### src/rtl/volt_conv_pkg.sv
package volt_conv_pkg;

    // Conversion phases of the top-level sequencer
    typedef enum logic [1:0] {
        ST_IDLE  = 2'd0,
        ST_LINE  = 2'd1,
        ST_RATIO = 2'd2
    } phase_e;

    // Ratio word: numerator in the upper half, denominator in the lower half
    typedef struct packed {
        logic [15:0] num;
        logic [15:0] den;
    } ratio_t;

    // High-range calibration line
    localparam int HI_MV_TOP    = 4200;
    localparam int HI_CODE_TOP  = 3310;
    localparam int HI_MV_BASE   = 3600;
    localparam int HI_CODE_BASE = 2832;

    // Low-range calibration line
    localparam int LO_MV_TOP    = 1000;
    localparam int LO_CODE_TOP  = 3413;
    localparam int LO_MV_BASE   = 100;
    localparam int LO_CODE_BASE = 341;

    // Channels returned straight from a line
    localparam int HI_DIRECT_CH = 5;
    localparam int LO_DIRECT_CH = 1;

endpackage

### src/rtl/vc_ratio_sel.sv
module vc_ratio_sel
    import volt_conv_pkg::*;
#(
    parameter int CH_W = 5
) (
    input  logic [CH_W-1:0] chan_i,
    input  logic            scale_i,
    output ratio_t          ratio_o
);

    always_comb begin
        ratio_o = '{num: 16'd1, den: 16'd1};
        case (32'(chan_i))
            1, 2, 3, 4: if (scale_i) ratio_o = '{num: 16'd400, den: 16'd1025};
            5:          ratio_o = '{num: 16'd7,   den: 16'd29};
            6:          ratio_o = '{num: 16'd375, den: 16'd9000};
            7, 8:       if (scale_i) ratio_o = '{num: 16'd100, den: 16'd125};
            19:         ratio_o = '{num: 16'd1,   den: 16'd3};
            default:    ratio_o = '{num: 16'd1,   den: 16'd1};
        endcase
    end

endmodule

### src/rtl/vc_restoring_div.sv
module vc_restoring_div #(
    parameter int DVD_W = 32,
    parameter int DVS_W = 16
) (
    input  logic             clk_i,
    input  logic             rst_ni,
    input  logic             start_i,
    input  logic [DVD_W-1:0] dividend_i,
    input  logic [DVS_W-1:0] divisor_i,
    output logic             busy_o,
    output logic             done_o,
    output logic [DVD_W-1:0] quotient_o
);

    localparam int CNT_W = (DVD_W > 1) ? $clog2(DVD_W) : 1;
    localparam logic [CNT_W-1:0] LAST_STEP = CNT_W'(DVD_W - 1);

    typedef struct packed {
        logic             busy;
        logic             done;
        logic [CNT_W-1:0] cnt;
        logic [DVD_W-1:0] quo;
        logic [DVS_W-1:0] rem;
        logic [DVS_W-1:0] dvs;
    } div_t;

    div_t div_d, div_q;

    logic [DVS_W:0] trial;
    logic [DVS_W:0] diff;
    logic           qbit;

    always_comb begin
        div_d      = div_q;
        div_d.done = 1'b0;
        trial      = '0;
        diff       = '0;
        qbit       = 1'b0;
        if (!div_q.busy) begin
            if (start_i) begin
                div_d.busy = 1'b1;
                div_d.cnt  = '0;
                div_d.quo  = dividend_i;
                div_d.rem  = '0;
                div_d.dvs  = divisor_i;
            end
        end else begin
            // shift one dividend bit into the partial remainder and try a subtract
            trial = {div_q.rem, div_q.quo[DVD_W-1]};
            diff  = trial - {1'b0, div_q.dvs};
            qbit  = (trial >= {1'b0, div_q.dvs});
            div_d.rem = qbit ? diff[DVS_W-1:0] : trial[DVS_W-1:0];
            div_d.quo = {div_q.quo[DVD_W-2:0], qbit};
            if (div_q.cnt == LAST_STEP) begin
                div_d.busy = 1'b0;
                div_d.done = 1'b1;
            end else begin
                div_d.cnt = div_q.cnt + 1'b1;
            end
        end
    end

    always_ff @(posedge clk_i or negedge rst_ni) begin
        if (!rst_ni) div_q <= '0;
        else         div_q <= div_d;
    end

    assign busy_o     = div_q.busy;
    assign done_o     = div_q.done;
    assign quotient_o = div_q.quo;


    rem_below_divisor_chk: assert property (@(posedge clk_i) disable iff (!rst_ni)
        div_q.done |-> (div_q.rem < div_q.dvs));


    divisor_nonzero_chk: assert property (@(posedge clk_i) disable iff (!rst_ni)
        (start_i && !div_q.busy) |-> (divisor_i != '0));


    done_after_busy_chk: assert property (@(posedge clk_i) disable iff (!rst_ni)
        div_q.done |-> (!div_q.busy && $past(div_q.busy)));

endmodule

### src/rtl/volt_conv.sv
module volt_conv
    import volt_conv_pkg::*;
#(
    parameter int RAW_W = 12,
    parameter int CH_W  = 5,
    parameter int MV_W  = 16,
    parameter int DIV_W = 32
) (
    input  logic             clk_i,
    input  logic             rst_ni,
    input  logic             start_i,
    input  logic [RAW_W-1:0] raw_i,
    input  logic [CH_W-1:0]  chan_i,
    input  logic             scale_i,
    output logic [MV_W-1:0]  mv_o,
    output logic             done_o
);

    localparam int RAT_W = $bits(ratio_t) / 2;
    localparam int OFF_W = RAW_W + 2;
    localparam int MAG_W = RAW_W + 1;

    typedef struct packed {
        phase_e          phase;
        logic [CH_W-1:0] chan;
        logic            scale;
        logic            neg;
        logic [MV_W-1:0] mv;
        logic            done;
    } ctl_t;

    ctl_t ctl_d, ctl_q;

    logic             div_start;
    logic [DIV_W-1:0] div_dvd;
    logic [RAT_W-1:0] div_dvs;
    logic             div_busy;
    logic             div_done;
    logic [DIV_W-1:0] div_quo;
    ratio_t           ratio;

    logic signed [OFF_W-1:0] code_off;
    logic [MAG_W-1:0]        code_mag;
    logic signed [DIV_W:0]   line_v;
    logic [DIV_W-1:0]        volt;

    function automatic logic is_hi(input logic [CH_W-1:0] c);
        return c == CH_W'(HI_DIRECT_CH);
    endfunction

    function automatic logic is_direct(input logic [CH_W-1:0] c);
        return (c == CH_W'(HI_DIRECT_CH)) || (c == CH_W'(LO_DIRECT_CH));
    endfunction

    function automatic int base_code(input logic [CH_W-1:0] c);
        return is_hi(c) ? HI_CODE_BASE : LO_CODE_BASE;
    endfunction

    function automatic int base_mv(input logic [CH_W-1:0] c);
        return is_hi(c) ? HI_MV_BASE : LO_MV_BASE;
    endfunction

    function automatic int span_mv(input logic [CH_W-1:0] c);
        return is_hi(c) ? (HI_MV_TOP - HI_MV_BASE) : (LO_MV_TOP - LO_MV_BASE);
    endfunction

    function automatic int span_code(input logic [CH_W-1:0] c);
        return is_hi(c) ? (HI_CODE_TOP - HI_CODE_BASE) : (LO_CODE_TOP - LO_CODE_BASE);
    endfunction

    function automatic logic [MV_W-1:0] sat_mv(input logic [DIV_W-1:0] x);
        if (|x[DIV_W-1:MV_W]) return '1;
        return x[MV_W-1:0];
    endfunction

    vc_ratio_sel #(
        .CH_W (CH_W)
    ) u_ratio (
        .chan_i  (ctl_q.chan),
        .scale_i (ctl_q.scale),
        .ratio_o (ratio)
    );

    vc_restoring_div #(
        .DVD_W (DIV_W),
        .DVS_W (RAT_W)
    ) u_div (
        .clk_i      (clk_i),
        .rst_ni     (rst_ni),
        .start_i    (div_start),
        .dividend_i (div_dvd),
        .divisor_i  (div_dvs),
        .busy_o     (div_busy),
        .done_o     (div_done),
        .quotient_o (div_quo)
    );

    always_comb begin
        ctl_d      = ctl_q;
        ctl_d.done = 1'b0;
        div_start  = 1'b0;
        div_dvd    = '0;
        div_dvs    = '0;
        code_off   = '0;
        code_mag   = '0;
        line_v     = '0;
        volt       = '0;
        case (ctl_q.phase)
            ST_IDLE: begin
                if (start_i) begin
                    ctl_d.chan  = chan_i;
                    ctl_d.scale = scale_i;
                    // offset from the lower calibration code may be negative
                    code_off  = $signed({2'b00, raw_i}) - $signed(OFF_W'(base_code(chan_i)));
                    ctl_d.neg = code_off[OFF_W-1];
                    code_mag  = ctl_d.neg ? MAG_W'(-code_off) : MAG_W'(code_off);
                    div_dvd   = DIV_W'(code_mag) * DIV_W'(span_mv(chan_i));
                    div_dvs   = RAT_W'(span_code(chan_i));
                    div_start = 1'b1;
                    ctl_d.phase = ST_LINE;
                end
            end
            ST_LINE: begin
                if (div_done) begin
                    // magnitude quotient -> signed, truncated toward zero
                    line_v = ctl_q.neg ? -$signed({1'b0, div_quo}) : $signed({1'b0, div_quo});
                    line_v = line_v + $signed((DIV_W+1)'(base_mv(ctl_q.chan)));
                    volt   = line_v[DIV_W] ? '0 : line_v[DIV_W-1:0];
                    if (is_direct(ctl_q.chan)) begin
                        ctl_d.mv    = sat_mv(volt);
                        ctl_d.done  = 1'b1;
                        ctl_d.phase = ST_IDLE;
                    end else begin
                        div_dvd     = volt * DIV_W'(ratio.den) + DIV_W'(ratio.num >> 1);
                        div_dvs     = ratio.num;
                        div_start   = 1'b1;
                        ctl_d.phase = ST_RATIO;
                    end
                end
            end
            ST_RATIO: begin
                if (div_done) begin
                    ctl_d.mv    = sat_mv(div_quo);
                    ctl_d.done  = 1'b1;
                    ctl_d.phase = ST_IDLE;
                end
            end
            default: ctl_d.phase = ST_IDLE;
        endcase
    end

    always_ff @(posedge clk_i or negedge rst_ni) begin
        if (!rst_ni) ctl_q <= '0;
        else         ctl_q <= ctl_d;
    end

    assign mv_o   = ctl_q.mv;
    assign done_o = ctl_q.done;


    done_single_chk: assert property (@(posedge clk_i) disable iff (!rst_ni)
        done_o |=> !done_o);


    mv_hold_chk: assert property (@(posedge clk_i) disable iff (!rst_ni)
        !$stable(mv_o) |-> done_o);


    busy_ignore_chk: assert property (@(posedge clk_i) disable iff (!rst_ni)
        (ctl_q.phase != ST_IDLE) |=> ($stable(ctl_q.chan) && $stable(ctl_q.scale)));


    div_engaged_chk: assert property (@(posedge clk_i) disable iff (!rst_ni)
        (ctl_q.phase != ST_IDLE) |-> (div_busy || div_done));


    direct_skip_chk: assert property (@(posedge clk_i) disable iff (!rst_ni)
        (ctl_q.phase == ST_RATIO) |-> !is_direct(ctl_q.chan));

endmodule

### config.mk
export PLATFORM = sky130hd
export DESIGN_NAME = volt_conv
export DESIGN_NICKNAME = d
export VERILOG_FILES = /design/src/rtl/volt_conv_pkg.sv /design/src/rtl/vc_ratio_sel.sv /design/src/rtl/vc_restoring_div.sv /design/src/rtl/volt_conv.sv
export SDC_FILE = /design/constraint.sdc
export NUM_CORES = 1
export LEC_CHECK = 0
export BUFFER_PORTS_ARGS = -buffer_cell sky130_fd_sc_hd__buf_2
export CORE_MARGIN = 2
export CORE_UTILIZATION = 30
export CTS_CLUSTER_DIAMETER = 80
export CTS_CLUSTER_SIZE = 16
export DETAILED_ROUTE_END_ITERATION = 7
export PLACE_DENSITY_LB_ADDON = 0.05
export SLEW_MARGIN = 15
export SYNTH_ARGS = -nofsm -noshare
export SYNTH_HDL_FRONTEND = slang
export SYNTH_SLANG_ARGS = --single-unit
### constraint.sdc
create_clock -name clk_i -period 10.4 [get_ports clk_i]
set_input_delay 1.56 -clock clk_i [delete_from_list [all_inputs] [get_ports clk_i]]
set_output_delay 1.56 -clock clk_i [all_outputs]
set_load 0.05 [all_outputs]
==> metrics.txt, run 1 <==
result of the run completed; count of warnings emitted by yosys 0; number of antenna violations at the first check in global routing 0; Final HPWL DP between 50 and 60 mm; total setup violations reported at the end of the flow 0; detailed-routing iteration count for the pre-antenna-repair pass 5; Routability Congestion between 0.8 and 0.9; maximum clock frequency 100 MHz; min Tclk post-route 9.95 ns; critical path's most frequent cell sky130_fd_sc_hd__fa_1; met3 wire length 1.39 mm; DRC violations left 0; horizontal die dimension 264 um; synth-to-layout area growth 11.0%; Starting DRT DRC Count 762; number of buffers created by CTS 9; arrival time at the worst endpoint 10.21 ns; CP Class flop to flop; Async SR Flop Fraction 100%; Fillers 7191; number of global-route vias before repair 17230; clock latency reported for the late side of the worst-skew pair about 0.37 ns; initial cell density of the core 30.2%; critical-path cell with the highest stage delay sky130_fd_sc_hd__fa_1; top-area cell type share of the netlist area 26.8%; via density per instance 4.84; largest stage delay on the critical path 0.56 ns; final WL 65.4 mm; EDFF count, synth 0; clock tree root driver cell sky130_fd_sc_hd__clkbuf_16; max-cap check violation count 0; overall die height roughly 260 um; post-CTS clock slew at the launch and capture registers of the worst setup and hold paths roughly 0.08 ns; detail-routed net length per standard cell 19.4 um; remaining global-route overflow 0; dominant register cell in the synthesized netlist sky130_fd_sc_hd__dfrtp_1; overall die area 0.0695 mm2; Worst setup SP type flop; length of routed met2 wiring 30.2 mm; first-pass GRT wire length 104 mm; Least-Margin Pin Slew 0.936 ns; Synth Area per Inst ~8.4 um2; fraction of layout cells with a size suffix above 1 10.6%; Port-buffer cells 37; worst clock skew on the final layout between 0.015 and 0.02 ns; Sequential cell area 0.00225 mm2; deepest clock path buffer count 2; endpoint class of the critical path flop; final antenna-violating net count 0; top-level I/O count 38; Final nets about 3000; period utilization 95.7%; overall track demand over capacity in global routing 19.3%; final antenna diode count 0; quantity of hold-fixing buffers added after cts 0; largest driver fanout on the critical path 8; sequential fraction of the synthesis area 11.1%; smallest hold slack 0.483 ns; number of clock sinks 90; worst-case register-to-register setup slack between 0.4 and 0.5 ns; Vias 16311; maximum number of pins on one net before global-route repair 67; TritonCTS clock tree yes; setup repair after global routing missed its margin true; leading post-synthesis cells by instance count 507 x sky130_fd_sc_hd__inv_1, 271 x sky130_fd_sc_hd__fa_1, 241 x sky130_fd_sc_hd__ha_1; cell taking the most area after synthesis sky130_fd_sc_hd__fa_1; required time reported for the critical path endpoint 10.66 ns; total of flip-flops plus latches after synthesis 90; Hold Fails Final Rpt 0; worst slew slack as a fraction of its limit 37.6%; number of max-slew violations in the final report 0; count of different cell masters after synthesis 93; Mapped Area 0.0202 mm2; number of instances in the synthesized netlist between 2000 and 2500; routed length on met1 about 33 mm; multi-input logic area 0.0158 mm2; htree depth 3; Highest Signal Layer met4; cell types with the largest area share after synthesis sky130_fd_sc_hd__fa_1 27%, sky130_fd_sc_hd__ha_1 15%, sky130_fd_sc_hd__dfrtp_1 11%, sky130_fd_sc_hd__inv_1 9.4%, sky130_fd_sc_hd__nor2_1 4.1%; standard-cell row count between 90 and 100; path class of the lowest-slack min-delay path flop to flop; core area 0.0669 mm2; most common cell in the synthesized netlist sky130_fd_sc_hd__inv_1
[final cells by class]
type | count | share of cell area, %
Sequential cell | 90 | 10.1
Timing Repair Buffer | 150 | 4.71
Clock buffer | 12 | 1.10
Tap cell | 873 | 4.87
Clock inverter | 4 | 0.162
Multi-Input combinational cell | 1731 | 70.6
Inverter | 507 | 8.49
[cells in the final DEF, fill, tap and decap left out, types with 10 or more instances in the layout]
| cell type | n |
|---|---|
| sky130_fd_sc_hd__and2_1 | 18 |
| sky130_fd_sc_hd__o21a_1 | 10 |
| sky130_fd_sc_hd__ha_1 | 237 |
| sky130_fd_sc_hd__dfrtp_1 | 88 |
| sky130_fd_sc_hd__xnor2_1 | 87 |
| sky130_fd_sc_hd__nor2_1 | 212 |
| sky130_fd_sc_hd__o31ai_1 | 10 |
| sky130_fd_sc_hd__conb_1 | 16 |
| sky130_fd_sc_hd__xor2_1 | 43 |
| sky130_fd_sc_hd__nor3_1 | 26 |
| sky130_fd_sc_hd__a21oi_1 | 93 |
| sky130_fd_sc_hd__and3_1 | 11 |
| sky130_fd_sc_hd__nand2_1 | 176 |
| sky130_fd_sc_hd__nand3_1 | 58 |
| sky130_fd_sc_hd__o21ai_1 | 18 |
| sky130_fd_sc_hd__fa_1 | 271 |
| sky130_fd_sc_hd__a31oi_1 | 14 |
| sky130_fd_sc_hd__inv_1 | 507 |
| sky130_fd_sc_hd__nand4_1 | 13 |
| sky130_fd_sc_hd__o211ai_1 | 15 |
| sky130_fd_sc_hd__or3_1 | 12 |
| sky130_fd_sc_hd__or2_2 | 14 |
| sky130_fd_sc_hd__buf_4 | 110 |
| sky130_fd_sc_hd__a21o_1 | 26 |
| sky130_fd_sc_hd__o21ai_0 | 107 |
| sky130_fd_sc_hd__nor2b_1 | 15 |
| sky130_fd_sc_hd__buf_2 | 36 |
| sky130_fd_sc_hd__nand2b_1 | 23 |
[cells by family (layout without fill, tap and decap cells)]
| group | count (synthesis) | in the layout | synth area share [%] |
|---|---|---|---|
| buffers and inverters | 609 | 673 | 11.9 |
| AOI/OAI and AO/OA | 400 | 400 | 12.8 |
| xor gates and xnor gates | 133 | 133 | 5.90 |
| DFF | 90 | 90 | 11.1 |
| other | 2 | 16 | 0.0372 |
| and+or+nand+nor | 656 | 656 | 15.8 |
| adders and majority gates | 512 | 512 | 41.8 |
| muxes | 14 | 14 | 0.749 |
[what timing repair did]
action	CTS	global route
pin swaps	0	2
endpoints found under the setup margin	2	12
setup buffers	0	12
gates resized for setup	4	44
[routing by layer]
| metal | vias up | track usage, % |
|---|---|---|
| met5 | - | 0 |
| met4 | 0 | 3.51 |
| met3 | 39 | 1.00 |
| met2 | 200 | 31.5 |
| met1 | 8182 | 28.4 |
| li1 | 7890 | - |
[metrics by stage]
| step | utilization (%) | TNS [ns] | instance area (um2) | setup slack [ns] | std cells |
|---|---|---|---|---|---|
| floorplan | - | 0 | 20300 | 0.109 | 2430 |
| global placement | 32.7 | -0.0568 | 21900 | -0.0568 | 3339 |
| detailed placement | 32.7 | -0.256 | 21900 | -0.204 | 3339 |
| CTS | 33.1 | 0 | 22100 | 0.00983 | 3355 |
| global route | 33.5 | -0.0340 | 22400 | -0.0270 | 3367 |
| finish | 33.5 | 0 | 22400 | 0.449 | 3367 |
[worst paths after layout]
check,from,end,cells past startpoint
hold reg to reg,mv_o[9],mv_o[9],2
setup reg to reg,u_div.quotient_o[0],u_div.quotient_o[31],40
min in group asynchronous,rst_ni,u_div.div_q[26],1
max in group asynchronous,rst_ni,u_div.quotient_o[0],2
setup / recovery,u_div.quotient_o[0],u_div.quotient_o[31],40
hold / removal,mv_o[9],mv_o[9],2
[state kept, by name, indices dropped and copies added (netlist names)]
register	cells
u_div.quotient_o	32
u_div.div_q	30
mv_o	16
ctl_q	9
done_o	1
u_div.busy_o	1
u_div.done_o	1
[worst max-delay path, delay by kind of cell (launching register included)]
family                     cells  cell delay [ns]
and+or+nand+nor                8             1.46
buffers and inverters         10             1.08
xor gates and xnor gates       4             1.05
DFF                            1             0.46
AOI/OAI and AO/OA              9             1.82
adders and majority gates      9             3.95
Power of run 1 is left out: the tool's default activity adds up to more than one toggle a clock period on the data nets, which glitch-free logic cannot reach.
==> run 2: changes to the inputs <==
RECOVER_POWER = 50   (was unset)
==> run 2 against run 1 <==
Net effect: the flow now finishes with violations (max-capacitance violations, max-slew violations); clock skew is 0.0011 ns lower; core utilization hardly changed; cell count stayed put; largest cell class unchanged; sequential cell count stayed put; critical path type unchanged.
==> metrics.txt, run 2 (synthesized netlist as in run 1, its figures left out) <==
clock latency reported for the late side of the worst-skew pair approximately 0.37 ns; Final nets just over 3000; Worst Path Buf+Inv 10; final WL 65.3 mm; period utilization 95.9%; deepest clock path buffer count 2; Fillers 7197; number of antenna violations at the first check in global routing 0; detailed-routing iteration count for the pre-antenna-repair pass 5; detail-routed net length per standard cell around 19 um; via density per instance around 4.9; path class of the lowest-slack min-delay path flop to flop; Final HPWL DP about 55 mm; arrival time at the worst endpoint 10.23 ns; fraction of layout cells with a size suffix above 1 around a tenth; critical path's most frequent cell sky130_fd_sc_hd__fa_1; top-level I/O count 38; total setup violations reported at the end of the flow 0; maximum number of pins on one net before global-route repair between 60 and 70; largest driver fanout on the critical path 8; maximum clock frequency 100 MHz; CP Class flop to flop; htree depth 3; number of max-slew violations in the final report 135; number of clock sinks 90; DRC violations left 0; number of buffers created by CTS 9; first-pass GRT wire length 104 mm; horizontal die dimension ~260 um; Starting DRT DRC Count approximately 810; Port-buffer cells 37; Vias 16340; number of global-route vias before repair 17230; max-cap check violation count 3; final antenna-violating net count 0; TritonCTS clock tree yes; violated checks max-capacitance violations, max-slew violations; overall die height around 260 um; overall track demand over capacity in global routing between 10% and 20%; Final Core Density between 30% and 40%; core area 0.0669 mm2; required time reported for the critical path endpoint about 11 ns; Hold Fails Final Rpt 0; max reg flops 32; worst clock skew on the final layout 0.0149 ns; result of the run complete, but fails checks; most frequent cells in the layout 507 x sky130_fd_sc_hd__inv_1, 271 x sky130_fd_sc_hd__fa_1, 237 x sky130_fd_sc_hd__ha_1; endpoint class of the critical path flop; remaining global-route overflow 0; final antenna diode count 0; Worst setup SP type flop; largest stage delay on the critical path about 0.6 ns; initial cell density of the core 30.2%; standard-cell row count 95; setup repair after global routing missed its margin true; min Tclk post-route 9.97 ns; clock tree root driver cell sky130_fd_sc_hd__clkbuf_16; Routability Congestion ~0.84; overall die area 0.0695 mm2; most common cell after layout, fill and taps aside sky130_fd_sc_hd__inv_1; worst slew slack as a fraction of its limit -124%; synth-to-layout area growth 10.8%; quantity of hold-fixing buffers added after cts 0; cell class contributing the biggest share of worst-path delay adder cells; critical-path cell with the highest stage delay sky130_fd_sc_hd__fa_1; Least-Margin Pin Slew around 3.4 ns; post-CTS clock slew at the launch and capture registers of the worst setup and hold paths around 0.08 ns
-- run 2: cell type report --
class                      instances  area, um2  share of cell area [%]
clock buffer                      12        246                    1.10
clock inverter                     4       36.3                   0.162
inverter                         507       1900                    8.49
multi-input combinational       1731      15800                    70.7
sequential                        90       2250                    10.1
tap                              873       1090                    4.88
timing repair buffer             150       1030                    4.61
-- run 2: path summary, 6_finish.rpt --
path / startpoint / to / slack [ns] / cells after the start
max: u_div.quotient_o[0] / u_div.quotient_o[31] / 0.43 / 41
min: mv_o[9] / mv_o[9] / 0.49 / 2
max reg2reg: u_div.quotient_o[0] / u_div.quotient_o[31] / 0.43 / 41
min reg2reg: mv_o[9] / mv_o[9] / 0.49 / 2
max in group asynchronous: rst_ni / u_div.quotient_o[0] / 4.23 / 2
min in group asynchronous: rst_ni / u_div.div_q[26] / 1.82 / 1
-- run 2: worst register-to-register path, delay by kind of cell, from the launching register on --
family | cells | cell delay, ns
DFF | 1 | 0.46
xor gates and xnor gates | 4 | 0.92
buffers and inverters | 10 | 1.06
and+or+nand+nor | 6 | 1.07
adders and majority gates | 9 | 4.06
AOI/OAI and AO/OA | 12 | 2.32
-- run 2: per-layer routing --
metal | wire length (um) | up-vias | track usage (%) | share of wire (%)
met5 | 0 | - | 0 | 0
met4 | 875 | 0 | 3.51 | 1.3
met3 | 1350 | 39 | 1.00 | 2.1
met2 | 30300 | 199 | 31.5 | 46
met1 | 32800 | 8208 | 28.4 | 50
li1 | - | 7894 | - | -
-- run 2: through the flow --
step | instances | hold slack [ns] | TNS [ns] | worst slack [ns] | cell area, um2
5_1_grt | 3367 | 0.509 | -0.0340 | -0.0270 | 22400
4_1_cts | 3355 | 0.485 | 0 | 0.00983 | 22100
2_1_floorplan | 2430 | 0.449 | 0 | 0.109 | 20300
3_5_place_dp | 3339 | 0.468 | -0.256 | -0.204 | 21900
3_3_place_gp | 3339 | 0.463 | -0.0568 | -0.0568 | 21900
6_report | 3367 | 0.486 | 0 | 0.426 | 22400
-- run 2: what timing repair did --
action                                 in CTS  in global routing
buffers inserted                            0                 12
setup endpoints to repair                   2                 12
endpoints found under the hold margin       0                  0
gates resized for setup                     4                 44
gates cloned                                0                  0
pin swaps                                   0                  2
Power of run 2 is left out for the same reason.
==> run 3: changes to the inputs <==
clock period = 11.5 ns   (was 10.4 ns; I/O delays follow)
==> run 3 against run 2 <==
Net effect: the flow still finishes with violations (max-capacitance violations, max-slew violations); clock skew grew 0.0026 ns; non-clock buffer count shrank 66; cell count shrank 1.9%; largest cell class unchanged.
==> metrics.txt, run 3 (synthesized netlist as in run 1, its figures left out) <==
result of the run complete, but fails checks; violated checks max-capacitance violations, max-slew violations; largest stage delay on the critical path 0.55 ns; via density per instance about 4.8; initial cell density of the core between 30% and 40%; maximum number of pins on one net before global-route repair 66; Sequential cell area roughly 0.0023 mm2; cell class contributing the biggest share of worst-path delay adder cells; post-CTS clock slew at the launch and capture registers of the worst setup and hold paths 0.08 ns; Hold Fails Final Rpt 0; total cell area at the placement stage 0.0214 mm2; overall track demand over capacity in global routing between 15 and 20%; multi-input logic area 0.0157 mm2; maximum clock frequency 93.2 MHz; deepest clock path buffer count 2; period utilization between 90% and 100%; path class of the lowest-slack min-delay path flop to flop; clock tree root driver cell sky130_fd_sc_hd__clkbuf_16; overall die height 264 um; number of max-slew violations in the final report 93; number of antenna violations at the first check in global routing 0; detail-routed net length per standard cell roughly 20 um; final antenna diode count 0; arrival time at the worst endpoint 10.99 ns; first-pass GRT wire length between 100 and 150 mm; final WL 65.2 mm; worst slew slack as a fraction of its limit -98.6%; synth-to-layout area growth 7.80%; number of global-route vias before repair between 15000 and 20000; detailed-routing iteration count for the pre-antenna-repair pass 5; CP Class flop to flop; Least-Margin Pin Slew 2.98 ns; Sum Neg Setup Slack 0 ns; TritonCTS clock tree yes; max-cap check violation count 2; critical-path cell with the highest stage delay sky130_fd_sc_hd__fa_1; remaining global-route overflow 0; post-route cell area 0.0218 mm2; clock latency reported for the late side of the worst-skew pair 0.37 ns; standard-cell row count between 90 and 100; worst setup margin 0.769 ns; most frequent cells in the layout 507 x sky130_fd_sc_hd__inv_1, 271 x sky130_fd_sc_hd__fa_1, 241 x sky130_fd_sc_hd__ha_1; Port-buffer cells 37; top-level I/O count 38; largest driver fanout on the critical path 9; Routability Congestion about 0.86; overall die area 0.0695 mm2; Final nets 2957; number of buffers created by CTS 9; htree depth 3; DRC violations left 0; Worst setup SP type flop; number of clock sinks 90; final antenna-violating net count 0; endpoint class of the critical path flop; smallest hold slack 0.484 ns; Starting DRT DRC Count 887; total setup violations reported at the end of the flow 0; min Tclk post-route 10.73 ns; Worst Path Buf+Inv 9; Fillers 7197; Vias 16001; Final HPWL DP 54.3 mm; setup repair after global routing missed its margin false; worst clock skew on the final layout 0.0176 ns; horizontal die dimension 264 um; fraction of layout cells with a size suffix above 1 6.22%; most common cell after layout, fill and taps aside sky130_fd_sc_hd__inv_1; core area about 0.067 mm2; worst slack after detailed placement around 0.23 ns; required time reported for the critical path endpoint 11.76 ns; max reg flops 32
## run 3: timing repair
item / in CTS / in global routing
endpoints found under the setup margin: 0 / 9
hold buffers: 0 / 0
resized for setup: 0 / 5
hold endpoints to repair: 0 / 0
buffers inserted: 0 / 4
## run 3: through the flow
step                      instances  utilization (%)
final                          3302             32.6
after global routing           3302             32.6
after CTS                      3297             32.4
after detailed placement       3281             32.0
after global placement         3281             32.0
after floorplan                2430                -
## run 3: layout make-up
| class | count | area share (%) |
|---|---|---|
| multi-input cells | 1732 | 72.1 |
| inverters | 507 | 8.73 |
| clock buffers | 12 | 1.13 |
| repair buffers | 84 | 2.54 |
| clock inverters | 4 | 0.155 |
| flip-flops and latches | 90 | 10.3 |
| well taps | 873 | 5.01 |
## run 3: worst reg2reg max path, delay by kind of cell, from the launching register on
kind | cells | cell delay (ns)
simple gates | 6 | 1.07
xor+xnor | 4 | 1.20
buf+inv | 9 | 0.96
flops | 1 | 0.49
compound gates | 13 | 2.91
fa+ha+maj | 9 | 4.01
## run 3: metal layers
layer | vias up | wire (um) | GRT usage [%] | share of wire [%]
met5 | - | 0 | 0 | 0
met4 | 0 | 885 | 3.47 | 1.4
met3 | 40 | 2050 | 1.90 | 3.1
met2 | 275 | 30500 | 31.8 | 47
met1 | 7933 | 31800 | 27.8 | 49
li1 | 7753 | - | - | -
## run 3: worst paths after layout
check / start / to / slack [ns] / depth (start not counted)
min: mv_o[10] / mv_o[10] / 0.48 / 2
max: u_div.quotient_o[0] / u_div.quotient_o[31] / 0.77 / 41
min reg2reg: mv_o[10] / mv_o[10] / 0.48 / 2
max in group asynchronous: rst_ni / u_div.busy_o / 5.37 / 2
max reg2reg: u_div.quotient_o[0] / u_div.quotient_o[31] / 0.77 / 41
min in group asynchronous: rst_ni / u_div.div_q[21] / 2.31 / 1
Power of run 3 is left out for the same reason.
